## src/rtl/bb_pkg.sv

```systemverilog
package bb_pkg;
  typedef enum logic [1:0] {
    SEL_PBASE  = 2'd0,
    SEL_PBOUND = 2'd1,
    SEL_DBASE  = 2'd2,
    SEL_DBOUND = 2'd3
  } cfg_sel_e;
endpackage

```

## src/rtl/bb_regs.sv

```systemverilog
module bb_regs import bb_pkg::*; #(
  parameter int ADDR_W = 32
) (
  input  logic              clk_i,
  input  logic              rst_ni,
  input  logic              sup_i,
  input  logic              we_i,
  input  logic [1:0]        sel_i,
  input  logic [ADDR_W-1:0] wdata_i,
  output logic              priv_err_o,
  output logic [ADDR_W-1:0] pbase_o,
  output logic [ADDR_W-1:0] pbound_o,
  output logic [ADDR_W-1:0] dbase_o,
  output logic [ADDR_W-1:0] dbound_o
);
  logic [ADDR_W-1:0] regs_q [4];
  logic              wr_ok;

  assign wr_ok = we_i && sup_i;

  for (genvar g = 0; g < 4; g++) begin : g_reg
    always_ff @(posedge clk_i or negedge rst_ni) begin
      if (!rst_ni)                             regs_q[g] <= '0;
      else if (wr_ok && sel_i == 2'(g))        regs_q[g] <= wdata_i;
    end
  end

  always_ff @(posedge clk_i or negedge rst_ni) begin
    if (!rst_ni) priv_err_o <= 1'b0;
    else         priv_err_o <= we_i && !sup_i;
  end

  assign pbase_o  = regs_q[SEL_PBASE];
  assign pbound_o = regs_q[SEL_PBOUND];
  assign dbase_o  = regs_q[SEL_DBASE];
  assign dbound_o = regs_q[SEL_DBOUND];

  AST_DENIED_WRITE_HOLDS: assert property (@(posedge clk_i) disable iff (!rst_ni)
    (we_i && !sup_i) |=> ($stable(pbase_o) && $stable(pbound_o) && $stable(dbase_o) && $stable(dbound_o))) else $error("denied write changed a register");
  AST_PRIV_ERR_PULSE: assert property (@(posedge clk_i) disable iff (!rst_ni)
    priv_err_o |-> $past(we_i && !sup_i)) else $error("spurious priv_err");
endmodule

```

## src/rtl/bb_path.sv

```systemverilog
module bb_path #(
  parameter int ADDR_W = 32
) (
  input  logic              clk_i,
  input  logic              rst_ni,
  input  logic [ADDR_W-1:0] base_i,
  input  logic [ADDR_W-1:0] bound_i,
  input  logic              req_i,
  input  logic [ADDR_W-1:0] la_i,
  output logic              vld_o,
  output logic [ADDR_W-1:0] pa_o,
  output logic              fault_o
);
  logic              legal;
  logic [ADDR_W-1:0] pa_d;

  assign legal = la_i < bound_i;
  assign pa_d  = base_i + la_i;

  always_ff @(posedge clk_i or negedge rst_ni) begin
    if (!rst_ni) begin
      vld_o   <= 1'b0;
      pa_o    <= '0;
      fault_o <= 1'b0;
    end else begin
      vld_o   <= req_i;
      fault_o <= req_i && !legal;
      pa_o    <= (req_i && legal) ? pa_d : '0;
    end
  end

  AST_VLD_LATENCY: assert property (@(posedge clk_i) disable iff (!rst_ni)
    req_i |=> vld_o) else $error("valid missing");
  AST_FAULT_ZERO_PA: assert property (@(posedge clk_i) disable iff (!rst_ni)
    fault_o |-> (pa_o == '0)) else $error("fault with nonzero pa");
  AST_IDLE_QUIET: assert property (@(posedge clk_i) disable iff (!rst_ni)
    !vld_o |-> (!fault_o && pa_o == '0)) else $error("idle output active");
endmodule

```

## src/rtl/bb_relocator.sv

```systemverilog
module bb_relocator #(
  parameter int ADDR_W = 32
) (
  input  logic              clk_i,
  input  logic              rst_ni,
  input  logic              sup_i,
  input  logic              cfg_we_i,
  input  logic [1:0]        cfg_sel_i,
  input  logic [ADDR_W-1:0] cfg_wdata_i,
  output logic              priv_err_o,
  input  logic              fetch_req_i,
  input  logic [ADDR_W-1:0] fetch_la_i,
  output logic              fetch_vld_o,
  output logic [ADDR_W-1:0] fetch_pa_o,
  output logic              fetch_fault_o,
  input  logic              data_req_i,
  input  logic [ADDR_W-1:0] data_la_i,
  output logic              data_vld_o,
  output logic [ADDR_W-1:0] data_pa_o,
  output logic              data_fault_o
);
  logic [ADDR_W-1:0] pbase, pbound, dbase, dbound;

  bb_regs #(.ADDR_W(ADDR_W)) u_regs (
    .clk_i, .rst_ni, .sup_i,
    .we_i(cfg_we_i), .sel_i(cfg_sel_i), .wdata_i(cfg_wdata_i),
    .priv_err_o,
    .pbase_o(pbase), .pbound_o(pbound), .dbase_o(dbase), .dbound_o(dbound)
  );

  bb_path #(.ADDR_W(ADDR_W)) u_fetch (
    .clk_i, .rst_ni, .base_i(pbase), .bound_i(pbound),
    .req_i(fetch_req_i), .la_i(fetch_la_i),
    .vld_o(fetch_vld_o), .pa_o(fetch_pa_o), .fault_o(fetch_fault_o)
  );

  bb_path #(.ADDR_W(ADDR_W)) u_data (
    .clk_i, .rst_ni, .base_i(dbase), .bound_i(dbound),
    .req_i(data_req_i), .la_i(data_la_i),
    .vld_o(data_vld_o), .pa_o(data_pa_o), .fault_o(data_fault_o)
  );

  AST_DATA_VLD_LATENCY: assert property (@(posedge clk_i) disable iff (!rst_ni)
    data_req_i |=> data_vld_o) else $error("data valid missing");
endmodule

```

## config.mk

```make
export PLATFORM = sky130hd
export DESIGN_NAME = bb_relocator
export DESIGN_NICKNAME = d
export VERILOG_FILES = /design/src/rtl/bb_pkg.sv /design/src/rtl/bb_regs.sv /design/src/rtl/bb_path.sv /design/src/rtl/bb_relocator.sv
export SDC_FILE = /design/constraint.sdc
export NUM_CORES = 1
export LEC_CHECK = 0
export BUFFER_PORTS_ARGS = -buffer_cell sky130_fd_sc_hd__buf_2
export CAP_MARGIN = 20
export CORE_MARGIN = 2
export CORE_UTILIZATION = 42
export CTS_CLUSTER_DIAMETER = 80
export DETAILED_ROUTE_END_ITERATION = 16
export GPL_TIMING_DRIVEN = 0
export PLACE_DENSITY = 0.7
export SYNTH_ARGS = -nofsm -noshare
export SYNTH_HDL_FRONTEND = slang
export SYNTH_HIERARCHICAL = 1
export SYNTH_SLANG_ARGS = --single-unit
```

## constraint.sdc

```tcl
create_clock -name clk_i -period 2.38 [get_ports clk_i]
set_input_delay 0.357 -clock clk_i [delete_from_list [all_inputs] [get_ports clk_i]]
set_output_delay 0.357 -clock clk_i [all_outputs]
set_load 0.005 [all_outputs]
```

# [Word level (Yosys, flattened, before mapping)]
# Index checks and enable logic that the tools add are counted.
[word_totals] in_bits=104 output_inout_bits=69 regBits=197 elab_cells=34
[classes] order_cmp=2 n_addsub=2 reduce_logical=14 eq_ne=3 n_mux=2
[ops] cell="32-bit adder" n=2
[ops] cell="32-bit < comparator" n=2
[ops] cell="32-bit 2-to-1 mux" n=2
[ops] cell="1-bit logical AND" n=10
[ops] cell="2-bit == test (second input constant)" n=2
[ops] cell="1-bit zero test" n=3
[ops] cell="2-bit by 1-bit == test with 1-bit output (second input constant)" n=1
[ops] cell="2-bit zero test" n=1

# [Depth between registers and ports, before layout]
# Gate-level depths: netlist of the first run.
[logic_depth] ltp_word=3 ltp_mapped=12 ltp_nobuf=12

# [Cells and area by module]
# The synthesis of the first run kept the hierarchy.
[modules_own_cells] mod="bb_regs" seq_area_each_um2=3228.1 area_per_inst_um2=4784.6 cells_each=275 n_inst=1
[modules_own_cells] mod="bb_path at u_data" seq_area_each_um2=850.8 area_per_inst_um2=3614.7 cells_each=434 n_inst=1
[modules_own_cells] mod="bb_path at u_fetch" seq_area_each_um2=850.8 area_per_inst_um2=3296.9 cells_each=381 n_inst=1

# [Worst setup path before layout of the first run]
# Ideal clock, no wire load.
[synth_path] path_kind="in2reg" startpoint="in fetch_la_i[0]" endpoint="reg u_fetch.pa_o[30]" setup_time_ns=0.132 path_stages=12 slack_ns=-0.140 required_ns=2.248 arrival_ns=2.388 cell_sequence="ha_1 > inv_1 > fa_1 > nand2b_1 > a2111oi_2 > o21ai_1 > nand4_2 > a311oi_4 > o41ai_4 > a31oi_1 > xor2_1 > nor2_1"
[synth_between] elab_chain_len=3 elab_cells_between_ends=4 classes_between="add/sub: 1; order compare: 1; mux: 1; reduce/logical: 1"
[synth_lines] item="start, declared" line_no="bb_relocator.sv:12" source="input logic [ADDR_W-1:0] fetch_la_i,"
[synth_lines] item="32-bit < comparator" line_no="bb_path.sv:17" source="assign legal = la_i < bound_i;"
[synth_lines] item="1-bit logical AND" line_no="bb_path.sv:28" source="pa_o <= (req_i && legal) ? pa_d : '0;"
[synth_lines] item="32-bit 2-to-1 mux *" line_no="bb_path.sv:28"
[synth_lines] item="end signal, assigned" line_no="bb_path.sv:28"
[synth_lines] item="end, declared" line_no="bb_path.sv:11" source="output logic [ADDR_W-1:0] pa_o,"
# Mark *: on every way between the ends. The rest lies on a longest branch, timed or not.
# A chain may end at the register's enable or synchronous reset.

# [Worst setup path after layout of the first run]
[layout_path] startpoint="reg u_regs.regs_q, in the netlist u_regs/pbase_o[0]" endpoint="reg u_fetch.pa_o[30]"
[layout_between] elab_chain_len=2
[layout_lines] item="start, declared" line_no="bb_regs.sv:16" source="logic [ADDR_W-1:0] regs_q [4];"
[layout_lines] item="start signal, assigned by index" line_no="bb_regs.sv:24" source="else if (wr_ok && sel_i == 2'(g)) regs_q[g] <= wdata_i;"
[layout_lines] item="32-bit adder" line_no="bb_path.sv:18" source="assign pa_d = base_i + la_i;"
[layout_lines] item="32-bit 2-to-1 mux" line_no="bb_path.sv:28"
# No other way between the ends.

==> impl_metrics.yaml, run 1 <==
synthesis:
  synthArstFlopShare_pct: 100
  synth_nets: 1320
  synth_seq_cells: 197
  yosysSeqAreaShare_pct: 42.1
  mappedNetlistArea_mm2: 0.0117
  synth_cell_types: 76
  avgSynthCellArea_um2: 10.7
  netlist_instances: 1090
  ys_warn_count: 6
  synth_edf_count: 0
  synth_top_flop_cell: "dfrtp_1"
timing:
  hold_violations: 0
  period_share_pct: 110
  fin_tns_setup_ns: -1.43
  skew_ns: 0.0121
  whs_ns: 0.0706
  fin_crit_ns: 2.61
  fmax_mhz: 383
  drv_slew: 0
  slew_headroom_pct: 47.2
  fin_ws_ns: -0.231
  rsz0062_at_grt: "yes"
  tightest_slew_ns: 0.792
  setup_viol: 16
setup_path:
  cp_cell_sequence: "ha_2 -> inv_2 -> fa_2 -> nand2b_4 -> a2111oi_4 -> o21ai_2 -> nand4_4 -> a311oi_4 -> o41ai_4 -> a31oi_1 -> xor2_1 -> nor2_1"
  crit_path_top_delay_cell: "a2111oi_4"
  endpoint_kind: "flop"
  reg2regPathDepth: 12
  worstPathMaxFanout: 3
  crit_required_ns: 2.74
  critPathLaunchType: "flop"
  worstReg2RegStart: "u_regs/pbase_o[0]"
  critical_path_class: "flop to flop"
  reg2reg_slack_ns: -0.23
  r2r-end: "u_fetch/pa_o[30]"
  worst_ep_arrival_time_ns: 2.97
  cp_slowest_stage_delay_ns: 0.36
clock_tree:
  clk_pin_slew_worst_paths_ns: 0.08
  clockBufferDepth: 2
  htreeDepth: 4
  numCtsBuffers: 17
  root_buffer: "clkbuf_16"
  clk_latency_ns: 0.43
  clkSinkCount: 197
  cts_tree: "done"
detailed_routing:
  wire_per_inst_um: 18.5
  drtIter0Drc: 465
  dr_total_vias: 9300
  drc: 0
  routed_wirelength_um: 32100
  ant_nets: 0
  firstDrtPassIters: 5
  viasPerCell: 5.38
global_route:
  grt_pass1_vias: 9608
  antenna_found_initial: 9
  grt_pass1_wl_um: 49300
  grt_max_degree: 103
  grt_use_total_pct: 21.7
  grt-ovfl-total: 0
hold_path:
  hold_depth: 1
  hp-class: "primary input to flop"
  hp-start: "fetch_req_i"
  holdPathEnd: "u_fetch/vld_o"
placement:
  port-buffer-count: 172
  gp_congestion: 0.855
  hpwl_um: 22700
  dpl_cell_area_mm2: 0.0131
  dpl_worst_slack_ns: -0.754
floorplan:
  dieHeight_um: 171
  die_area_mm2: 0.0292
  core_area_mm2: 0.0276
  io_pins: 173
  rows: 61
  die_w_um: 171
  initial_core_util_pct: 42.3
finish:
  syn_to_final_growth_pct: 31.6
  fin_nets: 1565
  finalInstanceArea_mm2: 0.0154
  drive_above_1_share_pct: 40.7
  final_util_pct: 55.7
pwr:
  ir_drop_mv: 0.438
  p_leak_nw: 7.26
  p_per_area_mw_per_mm2: 858
outcome:
  violations: "setup timing"
  status: "finished with violations"
flow_run:
  maxCapViolations: 0
==> through the flow <==
step | std cells | power [W]
after CTS | 1708 | 0.0126
after global routing | 1727 | 0.0141
after global placement | 1640 | 0.00864
after detailed placement | 1641 | 0.00878
final | 1729 | 0.0132
after floorplan | 1090 | 0.00748
==> synthesized netlist by cell type (4+ instances only) <==
cell / number / share of area, %
o21bai_1: 9 / 0.58
o211ai_1: 9 / 0.58
nand4_1: 14 / 0.75
o21ai_0: 34 / 1.5
inv_1: 92 / 3.0
a21oi_1: 84 / 3.6
a211oi_1: 11 / 0.71
nor2b_1: 8 / 0.43
nor2_1: 67 / 2.2
o21a_1: 9 / 0.58
mux2_2: 96 / 9.2
buf_4: 4 / 0.26
o21ai_1: 7 / 0.30
xor2_1: 21 / 1.6
xnor2_1: 18 / 1.3
nand3_1: 17 / 0.73
a21o_1: 35 / 2.2
dfrtp_1: 197 / 42
nand2_2: 4 / 0.21
and3_1: 5 / 0.27
mux2i_1: 4 / 0.34
ha_1: 124 / 13
a211o_1: 4 / 0.30
a21oi_2: 4 / 0.30
nand2_1: 52 / 1.7
a31oi_1: 7 / 0.37
nor3b_1: 4 / 0.26
nand2b_1: 9 / 0.48
nor3_1: 21 / 0.90
and2_1: 5 / 0.27
mux2_1: 32 / 3.1
buf_2: 16 / 0.68
and4_1: 6 / 0.45
==> sequential cells by signal, summed over array words and instances, names as in the netlist <==
signal,flops
u_data/vld_o,1
u_data/fault_o,1
u_regs/dbound_o,32
u_fetch/fault_o,1
u_fetch/pa_o,32
u_fetch/vld_o,1
u_data/pa_o,32
u_regs/priv_err_o,1
u_regs/pbase_o,32
u_regs/pbound_o,32
u_regs/dbase_o,32
==> worst max path at each step <==
stage,start,to,depth (start not counted)
global placement,rst_ni,u_fetch/pa_o[2],1
detailed placement,fetch_la_i[31],u_fetch/pa_o[30],8
CTS,u_regs/pbase_o[0],u_fetch/pa_o[30],12
floorplan,fetch_la_i[0],u_fetch/pa_o[30],12
finish,u_regs/pbase_o[0],u_fetch/pa_o[30],12
global route,u_regs/pbase_o[0],u_fetch/pa_o[30],12
==> area by class of cell <==
| class | count | area (µm²) |
|---|---|---|
| multi-input combinational | 776 | 7420 |
| clock buffer | 18 | 429 |
| inverter | 92 | 345 |
| antenna | 3 | 7.51 |
| tap | 378 | 473 |
| clock inverter | 14 | 165 |
| fill | 2383 | 12200 |
| timing repair buffer | 226 | 1400 |
| buffer | 25 | 221 |
| sequential | 197 | 4930 |
==> cells in the final DEF (no fill, tap or decap), types with 34 or more instances in the layout <==
cell,count
a21o_1,34
dfrtp_1,197
buf_4,40
inv_1,82
a21oi_1,63
nor2_1,60
mux2_2,96
ha_1,86
nand2_1,49
buf_2,181
==> per-layer routing <==
metal / track usage [%] / wire length, µm / vias to the layer above
li1: - / - / 4412
met1: 27.5 / 13900 / 4581
met2: 38.3 / 16100 / 255
met3: 4.67 / 1740 / 42
met4: 4.46 / 314 / 10
met5: 0 / 60 / -
==> where the power goes <==
group          switching (W)  internal, W  leakage, nW
clock network        0.00139      0.00159        0.290
registers           0.000378      0.00407         2.46
logic                0.00301      0.00276         4.51
total                0.00477      0.00843         7.26
==> critical path: cells and delay by family (launching register included) <==
family | cells | cell delay (ns)
buffers and inverters | 1 | 0.04
and+or+nand+nor | 3 | 0.40
xor gates and xnor gates | 1 | 0.15
AOI/OAI and AO/OA | 5 | 1.05
DFF | 1 | 0.35
adders and majority gates | 2 | 0.54
==> cell families (layout without fill, tap and decap cells) <==
| logic type | after synthesis | after routing | share of synthesized area, % |
|---|---|---|---|
| compound gates | 246 | 246 | 14.4 |
| simple gates | 232 | 233 | 10.1 |
| flops | 197 | 197 | 42.1 |
| mux | 132 | 132 | 12.7 |
| fa+ha+maj | 126 | 126 | 13.6 |
| buf+inv | 118 | 375 | 4.17 |
| xor+xnor | 39 | 39 | 2.92 |
| other cells | 0 | 3 | 0 |
==> timing repair <==
action | 4_1_cts | 5_1_grt
hold buffers | 1 | 0
endpoints found under the hold margin | 1 | 0
pin swaps | 61 | 65
resized for setup | 133 | 117
gates cloned | 3 | 1
setup buffers | 33 | 18
endpoints found under the setup margin | 64 | 64
Note: power is estimated with default switching activity, not from simulation.
==> run 2: changes to the inputs <==
Settings changed: ABC_AREA set to 1, BUFFER_PORTS_ARGS -buffer_cell sky130_fd_sc_hd__buf_2 to not set, DONT_BUFFER_PORTS set to 1, PLACE_DENSITY 0.7 to 0.65.
==> run 2 against run 1 <==
Net effect: first-iteration DRC count up 100%; utilization is 9.3 points lower; the run ends with hold timing left; largest power group is now sequential cells; combinational power fell by 32%; global-route usage grew 1.1 points; clock power down 4%; worst hold slack worse by 0.48 ns; register-to-register slack better by 0.47 ns; die area rose by 14%; highest routed layer is now met4; critical path type unchanged; clock skew increased by 0.0034 ns; final cell count rose by 36%; fmax up 22%.
==> impl_metrics.yaml, run 2 <==
floorplan:
  io_pins: 173
  initial_core_util_pct: 42.4
  die_w_um: 182
  core_area_mm2: 0.0314
  rows: 65
  die_area_mm2: 0.0332
  dieHeight_um: 182
synthesis:
  yosys.area_share.simple_pct: 36.1
  synth-xor-area-share_pct: 2.24
  synthTopCellsByArea: "dfrtp_1, nand2_1, ha_1, inv_1, nand3_1"
  synthArstFlopShare_pct: 100
  ys_warn_count: 6
  synth_nets: 2139
  yosysSeqAreaShare_pct: 37.0
  avgSynthCellArea_um2: 6.98
  synthAdderAreaFrac_pct: 11.9
  ys_top_cells_by_count: "nand2_1, inv_1, dfrtp_1"
  yosys.area.top_type_share_pct: 37.0
  netlist_instances: 1909
  synthMuxAreaShare_pct: 0
  synth_area_leader_cell: "dfrtp_1"
  synth_most_common_cell: "nand2_1"
  synth_seq_cells: 197
  synth_top_family_by_area: "simple AND/OR/NAND/NOR gates"
  synth_cell_types: 34
  synth_top_flop_cell: "dfrtp_1"
  synth_edf_count: 0
  synth_compound_area_share_pct: 3.38
  mappedNetlistArea_mm2: 0.0133
detailed_routing:
  wire_per_inst_um: 15.6
  ant_nets: 0
  drtIter0Drc: 928
  drc: 0
  dr_total_vias: 11700
  routed_wirelength_um: 36700
  firstDrtPassIters: 7
  viasPerCell: 4.95
placement:
  dpl_worst_slack_ns: 0.204
  port-buffer-count: 0
  dpl.cell_count: 2311
  gp_congestion: 0.944
  dpl_cell_area_mm2: 0.0138
  hpwl_um: 29200
global_route:
  grt_max_degree: 198
  grt_use_total_pct: 22.8
  antenna_found_initial: 0
  grt_pass1_vias: 11400
  grt-ovfl-total: 0
  grt_pass1_wl_um: 59100
timing:
  whs_ns: -0.407
  fin_tns_setup_ns: 0
  rsz0062_at_grt: "no"
  fin_ws_ns: 0.237
  tightest_slew_ns: 0.622
  fin_crit_ns: 2.14
  fmax_mhz: 467
  period_share_pct: 90.0
  skew_ns: 0.0155
  slew_headroom_pct: 58.4
  setup_viol: 0
  drv_slew: 0
  hold_violations: 197
clock_tree:
  numCtsBuffers: 17
  cts_hold_repair.buffers: 16
  clk_pin_slew_worst_paths_ns: 0.08
  clockBufferDepth: 2
  clk_latency_ns: 0.46
  root_buffer: "clkbuf_16"
  htreeDepth: 4
  cts_tree: "done"
  clkSinkCount: 197
setup_path:
  critPathLaunchType: "flop"
  crit_required_ns: 2.73
  worst_ep_arrival_time_ns: 2.49
  reg2regPathDepth: 15
  worstPathMaxFanout: 4
  endpoint_kind: "flop"
  critical_path_class: "flop to flop"
finish:
  final_common_cell: "nand2_1"
  multi_input_area_mm2: 0.00716
  stdcell_count: 2359
  drive_above_1_share_pct: 5.83
  antenna_cells: 0
  fillers: 3275
  register_area_mm2: 0.00493
  final_cell_mix: "nand2_1, inv_1, dfrtp_1, nor2_1, nand3_1"
  fin_nets: 2174
  syn_to_final_growth_pct: 9.30
  finalInstanceArea_mm2: 0.0146
flow_run:
  maxCapViolations: 0
outcome:
  status: "finished with violations"
  violations: "hold timing"
pwr:
  p_leak_nw: 8.44
  p_per_area_mw_per_mm2: 762
  ir_drop_mv: 0.486
hold_path:
  hp-class: "primary input to asynchronous set/reset pin"
[run 2: worst paths after layout]
path	start	endpoint	slack [ns]
setup / recovery	u_regs/pbase_o[0]	u_fetch/pa_o[28]	0.24
max in group asynchronous	rst_ni	u_regs/pbound_o[26]	2.35
min in group clk_i	cfg_wdata_i[4]	u_regs/dbound_o[4]	0.02
setup reg to reg	u_regs/pbase_o[0]	u_fetch/pa_o[28]	0.24
hold / removal	rst_ni	u_data/pa_o[8]	-0.41
hold reg to reg	u_regs/dbound_o[6]	u_regs/dbound_o[6]	0.47
[run 2: kinds of logic after synthesis]
family,Yosys count
and+or+nand+nor,1148
buffers and inverters,319
DFF,197
adders and majority gates,126
AOI/OAI and AO/OA,85
xor gates and xnor gates,34
[run 2: area by class of cell]
| class | count | share of cell area (%) |
|---|---|---|
| Sequential cell | 197 | 33.9 |
| Timing Repair Buffer | 16 | 1.10 |
| Tap cell | 402 | 3.46 |
| Buffer | 40 | 1.33 |
| Multi-Input combinational cell | 1393 | 49.2 |
| Inverter | 279 | 7.19 |
| Clock buffer | 20 | 3.14 |
| Clock inverter | 12 | 0.765 |
[run 2: timing repair]
item	4_1_cts	5_1_grt
endpoints found under the setup margin	0	2
buffers inserted	0	0
endpoints found under the hold margin	212	197
resized for setup	0	1
[run 2: where the power goes]
| part | total (W) | leakage (nW) | switching (W) | internal [W] |
|---|---|---|---|---|
| Clock | 0.00286 | 0.271 | 0.00143 | 0.00143 |
| Combinational | 0.00391 | 5.64 | 0.00246 | 0.00145 |
| Sequential | 0.00432 | 2.53 | 0.000362 | 0.00396 |
[run 2: per-stage QoR]
step,power (W),utilization [%]
floorplan,0.00729,-
global placement,0.00815,44.0
detailed placement,0.00825,44.0
CTS,0.0112,46.3
global route,0.0120,46.4
finish,0.0111,46.4
[run 2: metal layers]
layer | wire length (µm) | track usage [%] | share of wire, % | up-vias
li1 | - | - | - | 5962
met1 | 16700 | 30.7 | 45 | 5392
met2 | 16300 | 36.5 | 44 | 286
met3 | 3170 | 6.25 | 8.6 | 31
met4 | 599 | 6.00 | 1.6 | 0
met5 | 0 | 0 | 0 | -
[run 2: worst max-delay path: stages, from the launching register on]
cell and delay [ns]:
dfrtp_1 0.36, ha_1 0.23, inv_1 0.07, fa_1 0.40, inv_1 0.10, nand3_1 0.09
nand3_2 0.10, nand2_1 0.08, nand2_2 0.12, nand2_1 0.08, nand2_2 0.11, nand2_1 0.10
nand2_1 0.06, nand2_1 0.04, nand2_1 0.06, nor2_1 0.04
==> run 3: changes to the inputs <==
Settings changed: SETUP_SLACK_MARGIN set to 0.4.
==> run 3 against run 2 <==
Net effect: the flow still finishes with violations (hold timing); routed wire length is 2.7% higher; worst hold slack better by 0.0028 ns; die area stayed put; clock power hardly changed; combinational power is 16% higher; first-iteration DRC count is 2.6% lower; global-route usage is 0.21 points higher; utilization is 3.0 points higher; final cell count is 1.1% higher; clock skew is 0.0023 ns lower; critical endpoint is now u_fetch/pa_o[11].
==> impl_metrics.yaml, run 3 (same netlist as run 2, synthesis figures left out) <==
detailed_routing:
  drc: 0
  ant_nets: 0
  drtIter0Drc: 904
  routed_wirelength_um: 37700
  viasPerCell: 4.96
  dr_total_vias: 11800
  firstDrtPassIters: 7
  wire_per_inst_um: 15.8
global_route:
  grt_pass1_wl_um: 59700
  grt_pass1_vias: 11600
  grt_use_total_pct: 23.0
  antenna_found_initial: 0
  grt_max_degree: 198
  grt-ovfl-total: 0
pwr:
  total_power_w: 0.0117
  p_leak_nw: 8.68
  ir_drop_mv: 0.485
  p_per_area_mw_per_mm2: 758
setup_path:
  crit_required_ns: 2.71
  crit_buf_inv: 2
  endpoint_kind: "flop"
  crit_family: "simple AND/OR/NAND/NOR gates"
  cp_cell_sequence: "inv_1 -> ha_1 -> nand2_1 -> nor2_4 -> nand4_1 -> a21oi_2 -> nor2_2 -> nand3_4 -> clkbuf_16 -> nor2_4"
  cp_slowest_stage_delay_ns: 0.35
  crit_path_frequent_cell: "nor2_4"
  critical_path_class: "flop to flop"
  crit_path_top_delay_cell: "dfrtp_1"
  worstPathMaxFanout: 8
  worst_ep_arrival_time_ns: 2.38
  critPathLaunchType: "flop"
clock_tree:
  htreeDepth: 4
  numCtsBuffers: 17
  cts_tree: "done"
  clk_pin_slew_worst_paths_ns: 0.08
  clockBufferDepth: 2
  clkSinkCount: 197
  clk_latency_ns: 0.46
  cts_hold_repair.buffers: 16
  root_buffer: "clkbuf_16"
timing:
  skew_ns: 0.0132
  setup_viol: 0
  whs_ns: -0.404
  fmax_mhz: 489
  fin_tns_setup_ns: 0
  slew_headroom_pct: 60.8
  tightest_slew_ns: 0.586
  period_share_pct: 85.9
  fin_crit_ns: 2.04
  drv_slew: 0
  hold_violations: 197
  rsz0062_at_grt: "yes"
placement:
  port-buffer-count: 0
  hpwl_um: 29200
  dpl.cell_count: 2311
  gp_congestion: 0.944
finish:
  fillers: 3180
  fin_nets: 2199
  stdcell_count: 2384
  syn_to_final_growth_pct: 16.4
  antenna_cells: 0
  final_cell_mix: "nand2_1, inv_1, dfrtp_1, nand3_1, nor2_1"
  final_common_cell: "nand2_1"
  drive_above_1_share_pct: 13.3
floorplan:
  io_pins: 173
  die_area_mm2: 0.0332
  initial_core_util_pct: 42.4
  core_area_mm2: 0.0314
  die_w_um: 182
  dieHeight_um: 182
  rows: 65
hold_path:
  hp-class: "primary input to asynchronous set/reset pin"
outcome:
  status: "finished with violations"
  violations: "hold timing"
flow_run:
  maxCapViolations: 0
-- run 3: cell count changes in the layout (fill, tap and decap cells not counted), sizes merged --
cell    before  now
clkbuf      27   29
buf         33   56
-- run 3: per-stage QoR --
| stage | util, % | hold WS (ns) | setup slack (ns) | instance area (µm²) |
|---|---|---|---|---|
| 2_1_floorplan | - | 0.0614 | 0.572 | 13300 |
| 3_3_place_gp | 44.0 | 0.0684 | 0.204 | 13800 |
| 3_5_place_dp | 44.0 | 0.0692 | 0.204 | 13800 |
| 4_1_cts | 46.9 | -0.429 | 0.396 | 14700 |
| 5_1_grt | 49.4 | -0.437 | 0.235 | 15500 |
| 6_report | 49.4 | -0.404 | 0.336 | 15500 |
-- run 3: worst reg2reg max path: stages, from the launching register on --
cell       delay [ns]
dfrtp_1          0.35
inv_1            0.05
ha_1             0.29
nand2_1          0.08
nor2_4           0.11
nand4_1          0.22
a21oi_2          0.24
nor2_2           0.09
nand3_4          0.22
clkbuf_16        0.23
nor2_4           0.03
-- run 3: path summary, 6_finish.rpt --
path | endpoint | startpoint | cells past startpoint | slack (ns)
worst max-delay path | u_fetch/pa_o[11] | u_regs/pbound_o[29] | 10 | 0.34
worst min-delay path | u_data/pa_o[8] | rst_ni | 0 | -0.40
worst max register to register | u_fetch/pa_o[11] | u_regs/pbound_o[29] | 10 | 0.34
worst min register to register | u_regs/pbound_o[7] | u_regs/pbound_o[7] | 2 | 0.48
max in group asynchronous | u_fetch/pa_o[20] | rst_ni | 0 | 2.51
min in group clk_i | u_regs/dbound_o[4] | cfg_wdata_i[4] | 2 | 0.02
-- run 3: final cells by class --
type                            instances  area (µm²)  area share, %
Multi-Input combinational cell       1393        7820           50.4
Sequential cell                       197        4930           31.8
Inverter                              279        1050           6.75
Tap cell                              402         503           3.24
Clock buffer                           20         457           2.95
Timing Repair Buffer                   41         402           2.59
Buffer                                 40         239           1.54
Clock inverter                         12         111          0.718
-- run 3: routing by layer --
layer	part of all wire (%)	GRT usage [%]	vias up	routed length [µm]
li1	-	-	6005	-
met1	45	30.9	5497	17000
met2	45	36.8	303	17100
met5	0	0	-	0
met3	8.0	6.25	29	3030
met4	1.5	6.26	0	585
-- run 3: report_power, final --
| part | internal (W) | leakage, nW | switching (W) | total [W] |
|---|---|---|---|---|
| registers | 0.00396 | 2.53 | 0.000386 | 0.00434 |
| clock network | 0.00143 | 0.271 | 0.00143 | 0.00287 |
| logic | 0.00180 | 5.88 | 0.00273 | 0.00454 |
-- run 3: repair_timing --
item / in CTS / in global routing
cloned: 2 / 3
resized for setup: 31 / 145
endpoints found under the setup margin: 63 / 63
buffers inserted: 9 / 11
endpoints found under the hold margin: 212 / 197
pin swaps: 10 / 31
